File: src/rtl/ttw_pkg.sv
package ttw_pkg;
  localparam int unsigned ADDR_W  = 32;
  localparam int unsigned SPLIT_W = 3;

  localparam logic [ADDR_W-1:0] VA_L1_MASK    = 32'hFFF0_0000;
  localparam logic [ADDR_W-1:0] VA_L2_MASK    = 32'h000F_F000;
  localparam logic [ADDR_W-1:0] TBL_PTR_MASK  = 32'hFFFF_FC00;
  localparam logic [ADDR_W-1:0] SUPER_EXT_MSK = 32'h00F0_01E0;
  localparam int unsigned       L1_IDX_SHIFT  = 18;
  localparam int unsigned       L2_IDX_SHIFT  = 10;
  localparam int unsigned       BASE_ALIGN    = 14;

  typedef enum logic [2:0] {
    ST_IDLE, ST_L1_REQ, ST_L1_WAIT, ST_L2_REQ, ST_L2_WAIT
  } walk_state_e;

  typedef enum logic [1:0] {
    L1_FAULT, L1_SECTION, L1_SUPER, L1_TABLE
  } l1_kind_e;

  typedef enum logic [1:0] {
    CFG_BASE0 = 2'd0, CFG_BASE1 = 2'd1, CFG_CTRL = 2'd2, CFG_NONE = 2'd3
  } cfg_sel_e;
endpackage

File: src/rtl/ttw_cfg.sv
module ttw_cfg
  import ttw_pkg::*;
#(
  parameter int unsigned AW = ADDR_W,
  parameter int unsigned NW = SPLIT_W
) (
  input  logic          clk_i,
  input  logic          rst_ni,
  input  logic          we_i,
  input  logic [1:0]    sel_i,
  input  logic [AW-1:0] wdata_i,
  input  logic [AW-1:0] va_i,
  output logic [AW-1:0] l1_addr_o,
  output logic [2*AW+NW-1:0] snap_o
);
  localparam logic [AW-1:0] ONES = {AW{1'b1}};

  logic [AW-1:0] base0_q, base1_q;
  logic [NW-1:0] n_q;

  always_ff @(posedge clk_i or negedge rst_ni) begin
    if (!rst_ni) begin
      base0_q <= '0;
      base1_q <= '0;
      n_q     <= '0;
    end else if (we_i) begin
      unique case (cfg_sel_e'(sel_i))
        CFG_BASE0: base0_q <= wdata_i;
        CFG_BASE1: base1_q <= wdata_i;
        CFG_CTRL:  n_q     <= wdata_i[NW-1:0];
        default:   ;
      endcase
    end
  end

  logic [AW-1:0] limit0, mask0, mask1;
  logic          use_b1;
  logic [AW-1:0] base_sel, mask_sel, range_sel;

  always_comb begin
    limit0    = ONES >> n_q;
    mask0     = ONES << (BASE_ALIGN - int'(n_q));
    mask1     = ONES << BASE_ALIGN;
    use_b1    = va_i > limit0;
    base_sel  = use_b1 ? base1_q : base0_q;
    mask_sel  = use_b1 ? mask1   : mask0;
    range_sel = use_b1 ? ONES    : limit0;
    l1_addr_o = (base_sel & mask_sel) | ((va_i & VA_L1_MASK & range_sel) >> L1_IDX_SHIFT);
  end

  assign snap_o = {base0_q, base1_q, n_q};

  logic unused_w;
  assign unused_w = ^wdata_i[AW-1:NW];
endmodule

File: src/rtl/ttw_l1_decode.sv
module ttw_l1_decode
  import ttw_pkg::*;
#(
  parameter int unsigned AW = ADDR_W
) (
  input  logic [AW-1:0] desc_i,
  input  logic [AW-1:0] va_i,
  output l1_kind_e      kind_o,
  output logic [AW-1:0] pa_o,
  output logic [AW-1:0] l2_addr_o
);
  always_comb begin
    pa_o      = '0;
    l2_addr_o = (desc_i & TBL_PTR_MASK) | ((va_i & VA_L2_MASK) >> L2_IDX_SHIFT);
    if (desc_i[1:0] == 2'b00) begin
      kind_o = L1_FAULT;
    end else if (desc_i[1]) begin
      if (desc_i[18]) begin
        if ((desc_i & SUPER_EXT_MSK) != '0) begin
          kind_o = L1_FAULT;
        end else begin
          kind_o = L1_SUPER;
          pa_o   = {desc_i[31:24], va_i[23:0]};
        end
      end else begin
        kind_o = L1_SECTION;
        pa_o   = {desc_i[31:20], va_i[19:0]};
      end
    end else begin
      kind_o = L1_TABLE;
    end
  end
endmodule

File: src/rtl/ttw_l2_decode.sv
module ttw_l2_decode
  import ttw_pkg::*;
#(
  parameter int unsigned AW = ADDR_W
) (
  input  logic [AW-1:0] desc_i,
  input  logic [AW-1:0] va_i,
  output logic          fault_o,
  output logic [AW-1:0] pa_o
);
  always_comb begin
    fault_o = 1'b0;
    unique case (desc_i[1:0])
      2'b00:   begin fault_o = 1'b1; pa_o = '0; end
      2'b01:   pa_o = {desc_i[31:16], va_i[15:0]};
      default: pa_o = {desc_i[31:12], va_i[11:0]};
    endcase
  end
endmodule

File: src/rtl/ttw_walker.sv
module ttw_walker
  import ttw_pkg::*;
(
  input  logic        clk_i,
  input  logic        rst_ni,
  input  logic        cfg_we_i,
  input  logic [1:0]  cfg_sel_i,
  input  logic [31:0] cfg_wdata_i,
  input  logic        req_valid_i,
  input  logic [31:0] req_va_i,
  output logic        req_ready_o,
  output logic        busy_o,
  output logic        mem_req_o,
  output logic [31:0] mem_addr_o,
  input  logic        mem_rsp_valid_i,
  input  logic [31:0] mem_rsp_data_i,
  input  logic        mem_rsp_err_i,
  output logic        done_o,
  output logic        fault_o,
  output logic [31:0] pa_o
);
  localparam int unsigned AW     = ADDR_W;
  localparam int unsigned SNAP_W = 2 * AW + SPLIT_W;

  walk_state_e   state_q, state_d;
  logic [AW-1:0] va_q, l2_addr_q;
  logic          done_q, fault_q;
  logic [AW-1:0] pa_q;
  logic          idle;

  logic [AW-1:0]     l1_addr;
  logic [SNAP_W-1:0] cfg_snap;
  l1_kind_e          l1_kind;
  logic [AW-1:0]     l1_pa, l1_next;
  logic              l2_fault;
  logic [AW-1:0]     l2_pa;

  assign idle = (state_q == ST_IDLE);

  ttw_cfg #(.AW(AW), .NW(SPLIT_W)) u_cfg (
    .clk_i    (clk_i),
    .rst_ni   (rst_ni),
    .we_i     (cfg_we_i && idle),
    .sel_i    (cfg_sel_i),
    .wdata_i  (cfg_wdata_i),
    .va_i     (va_q),
    .l1_addr_o(l1_addr),
    .snap_o   (cfg_snap)
  );

  ttw_l1_decode #(.AW(AW)) u_l1 (
    .desc_i   (mem_rsp_data_i),
    .va_i     (va_q),
    .kind_o   (l1_kind),
    .pa_o     (l1_pa),
    .l2_addr_o(l1_next)
  );

  ttw_l2_decode #(.AW(AW)) u_l2 (
    .desc_i (mem_rsp_data_i),
    .va_i   (va_q),
    .fault_o(l2_fault),
    .pa_o   (l2_pa)
  );

  always_comb begin
    state_d = state_q;
    unique case (state_q)
      ST_IDLE:    if (req_valid_i) state_d = ST_L1_REQ;
      ST_L1_REQ:  state_d = ST_L1_WAIT;
      ST_L1_WAIT: if (mem_rsp_valid_i)
                    state_d = (!mem_rsp_err_i && l1_kind == L1_TABLE) ? ST_L2_REQ : ST_IDLE;
      ST_L2_REQ:  state_d = ST_L2_WAIT;
      ST_L2_WAIT: if (mem_rsp_valid_i) state_d = ST_IDLE;
      default:    state_d = ST_IDLE;
    endcase
  end

  always_ff @(posedge clk_i or negedge rst_ni) begin
    if (!rst_ni) begin
      state_q   <= ST_IDLE;
      va_q      <= '0;
      l2_addr_q <= '0;
      done_q    <= 1'b0;
      fault_q   <= 1'b0;
      pa_q      <= '0;
    end else begin
      state_q <= state_d;
      done_q  <= 1'b0;
      if (idle && req_valid_i) va_q <= req_va_i;
      if (state_q == ST_L1_WAIT && mem_rsp_valid_i) begin
        if (mem_rsp_err_i || l1_kind == L1_FAULT) begin
          done_q <= 1'b1; fault_q <= 1'b1; pa_q <= '0;
        end else if (l1_kind == L1_TABLE) begin
          l2_addr_q <= l1_next;
        end else begin
          done_q <= 1'b1; fault_q <= 1'b0; pa_q <= l1_pa;
        end
      end
      if (state_q == ST_L2_WAIT && mem_rsp_valid_i) begin
        done_q  <= 1'b1;
        fault_q <= mem_rsp_err_i || l2_fault;
        pa_q    <= (mem_rsp_err_i || l2_fault) ? '0 : l2_pa;
      end
    end
  end

  assign req_ready_o = idle;
  assign busy_o      = !idle;
  assign mem_req_o   = (state_q == ST_L1_REQ) || (state_q == ST_L2_REQ);
  assign mem_addr_o  = (state_q == ST_L2_REQ) ? l2_addr_q : l1_addr;
  assign done_o      = done_q;
  assign fault_o     = fault_q;
  assign pa_o        = pa_q;
endmodule

File: config.mk
export PLATFORM = sky130hd
export DESIGN_NAME = ttw_walker
export DESIGN_NICKNAME = d
export VERILOG_FILES = /design/src/rtl/ttw_pkg.sv /design/src/rtl/ttw_cfg.sv /design/src/rtl/ttw_l1_decode.sv /design/src/rtl/ttw_l2_decode.sv /design/src/rtl/ttw_walker.sv
export SDC_FILE = /design/constraint.sdc
export NUM_CORES = 1
export LEC_CHECK = 0
export BUFFER_PORTS_ARGS = -buffer_cell sky130_fd_sc_hd__buf_2
export CAP_MARGIN = 15
export CORE_MARGIN = 5
export CORE_UTILIZATION = 54
export CTS_CLUSTER_SIZE = 24
export DETAILED_ROUTE_END_ITERATION = 12
export PLACE_DENSITY = 0.81
export REMOVE_ABC_BUFFERS = 1
export SKIP_CTS_REPAIR_TIMING = 1
export SLEW_MARGIN = 10
export SYNTH_ARGS = -nofsm -noshare
export SYNTH_HDL_FRONTEND = slang
export SYNTH_SLANG_ARGS = --single-unit
export TNS_END_PERCENT = 30
File: constraint.sdc
create_clock -name clk_i -period 7.23 [get_ports clk_i]
set_input_delay 1.0845 -clock clk_i [delete_from_list [all_inputs] [get_ports clk_i]]
set_output_delay 1.0845 -clock clk_i [all_outputs]
set_load 0.01 [all_outputs]
==> impl_metrics.yaml <==
global_route:
  grt_pass1_vias: 5488
  grt_use_total_pct: 24.9
  grt_pass1_wl_um: 28600
  grt_start_max_net_pins: 78
  grt_overflow_total: 0
  antenna_found_initial: 0
layout:
  drive_gt1_share_pct: 29.5
  final_cell_area_um2: 8500
  layout_commonest_cell: "buf_2"
  area_growth_syn_to_layout_pct: 22.8
  final_cells: 899
  final_nets: 830
  final_cell_mix: "buf_2 (167), dfrtp_1 (152), mux2_1 (113), nor2_1 (37), nand2_1 (26)"
die:
  die_area_um2: 15200
  die_w_um: 123
  num_rows: 41
  dieHeight_um: 123
  ios: 173
  coreArea_um2: 12600
  start_util_pct: 54.9
pwr:
  leakagePower_nw: 4.15
  p_per_area_nw_per_um2: 472
  ir_drop_mv: 0.231
timing:
  setup_ws_ns: 2.41
  tns_ns: 0
  fin_skew_ns: 0.00585
  fmax_ghz: 0.207
  hold_viol: 0
  layout_min_cycle_time_ns: 4.82
  slew_headroom_pct: 33.4
  final-setup-viol-count: 0
  worst_pin_slew_ns: 0.994
  slew_violations: 0
  fin_crit_sh_pct: 66.7
  rsz0062_at_grt: "no"
critical_path:
  criticalPathCategory: "register to output pin"
  worstPathArrival_ns: 3.74
  path_delay_family: "compound AO/OA/AOI/OAI gates"
  cp.required_ns: 6.15
  r2r_slack_ns: 4.44
  path_buf_inv: 3
  crit_top_cell: "ha_1"
  start_kind: "register"
  path_cells: "ha_1 > inv_1 > ha_1 > inv_1 > ha_1 > nand4_1 > or4_4 > o22ai_2 > a311oi_1 > a41o_1 > buf_2"
  critPathMaxFanout: 15
  slowest_delay_ns: 0.61
  cp-end-kind: "output pin"
  ff2ff_path_depth: 7
  r2r_end: "pa_o[3]$_DFFE_PN0P_"
  r2r-start: "state_q[2]$_DFFE_PN0P_"
  crit_path_top_delay_cell: "o22ai_2"
logic_synthesis:
  synth_ff_type: "dfrtp_1"
  synth_cell_type_count: 54
  ys_warn_count: 0
  synthCells: 549
  ys_ff_latch: 152
  syn_area_um2: 6920
  ys_seq_area_share_pct: 54.9
  synthArstFlopShare_pct: 100
  synth_edf_count: 0
  syn-mean-instance-area_um2: 12.6
clocking:
  cts_num_sinks: 152
  clk_latency_ns: 0.43
  numCtsBuffers: 17
  cts_tree: "yes"
  path_clk_slew_ns: 0.06
  cts_root_buf: "clkbuf_16"
  clk_path_buf_depth: 2
  htreeDepth: 4
min_path:
  hold_depth: 1
  hold_class: "register to register"
  hold_path.startpoint: "u_cfg.base0_q[27]$_DFFE_PN0P_"
  min_to: "u_cfg.base0_q[27]$_DFFE_PN0P_"
routing:
  antenna_left: 0
  routed_wirelength_um: 18100
  vias: 5229
  firstDrtPassIters: 5
  drc: 0
  drtIter0Drc: 436
  routed_via_density: 5.82
  wire_per_inst_um: 20.1
placement:
  placed_area_um2: 7890
  finalWeightedCongestion: 0.895
  place_inst: 866
  hpwlAfterDp_um: 13000
  dp_slack_ns: 2.96
  numPortBuffers: 168
flow_run:
  drv_cap: 0
outcome:
  status: "complete, no violations"
[worst max-delay path by stage]
stage                                  start              to  slack (ns)  cells after the start
finish              u_cfg.n_q[1]$_DFFE_PN0P_   mem_addr_o[7]        2.41                     11
global route        u_cfg.n_q[1]$_DFFE_PN0P_   mem_addr_o[3]        2.24                     11
CTS                 u_cfg.n_q[1]$_DFFE_PN0P_  mem_addr_o[14]        2.46                     11
detailed placement  u_cfg.n_q[1]$_DFFE_PN0P_  mem_addr_o[14]        2.96                     11
global placement    u_cfg.n_q[1]$_DFFE_PN0P_   mem_addr_o[7]        3.07                     11
floorplan           u_cfg.n_q[1]$_DFFE_PN0P_  mem_addr_o[15]        3.37                     10
[flip-flops by register name (all words and copies together) (netlist names), 3 cells and up]
register,count
l2_addr_q,30
pa_o,32
state_q,3
u_cfg.base0_q,32
u_cfg.base1_q,18
u_cfg.n_q,3
va_q,32
[synthesized netlist by cell type, types with 5 or more instances]
cell type,count,area [µm²]
a31oi_1,5,31.3
nor2_1,37,139
nand2_1,26,97.6
mux2_1,113,1270
a221oi_1,8,70.1
ha_1,13,163
mux2i_1,18,180
a21oi_1,11,55.1
dfrtp_1,152,3800
a22o_1,20,175
inv_1,10,37.5
nand4_1,9,56.3
clkbuf_1,13,48.8
buf_2,12,60.1
o21ai_1,24,120
[per-stage QoR]
| stage | total power, mW | utilization [%] | hold WS, ns |
|---|---|---|---|
| global placement | 3.01 | 62.5 | 0.466 |
| CTS | 4.04 | 67.4 | 0.487 |
| finish | 4.01 | 67.4 | 0.484 |
| floorplan | 2.44 | - | 0.450 |
| detailed placement | 3.11 | 62.5 | 0.474 |
| global route | 4.26 | 67.4 | 0.502 |
[power by group]
| group | leakage [nW] | internal [mW] | switching (mW) |
|---|---|---|---|
| clock | 0.299 | 0.580 | 0.329 |
| combinational | 1.96 | 0.716 | 0.873 |
| sequential | 1.89 | 1.24 | 0.273 |
[worst register-to-register path, delay by kind of cell, from the launching register on]
kind                   cells  cell delay, ns
DFF                        1            0.46
AOI/OAI and AO/OA          3            1.16
buffers and inverters      2            0.50
and+or+nand+nor            2            0.59
[cell families after synthesis]
logic type | count (synthesis) | share of synthesized area, %
flops | 152 | 54.9
mux | 132 | 21.1
simple gates | 108 | 8.08
compound gates | 101 | 10.4
buf+inv | 43 | 3.09
fa+ha+maj | 13 | 2.35
[layer usage]
| metal | up-vias | track usage, % | wire, µm |
|---|---|---|---|
| li1 | 2346 | - | - |
| met1 | 2599 | 31.9 | 7240 |
| met2 | 226 | 40.6 | 9050 |
| met3 | 58 | 5.40 | 1210 |
| met4 | 0 | 11.6 | 604 |
| met5 | - | 0 | 0 |
[area by class of cell]
cell class                      count  area (µm²)
Antenna cell                        1        2.50
Clock buffer                       26         499
Clock inverter                      6         113
Fill cell                         947        4120
Inverter                           11        41.3
Multi-Input combinational cell    354        2910
Sequential cell                   152        3800
Tap cell                          172         215
Timing Repair Buffer              177         915
Power figures use the tool's default switching activity.
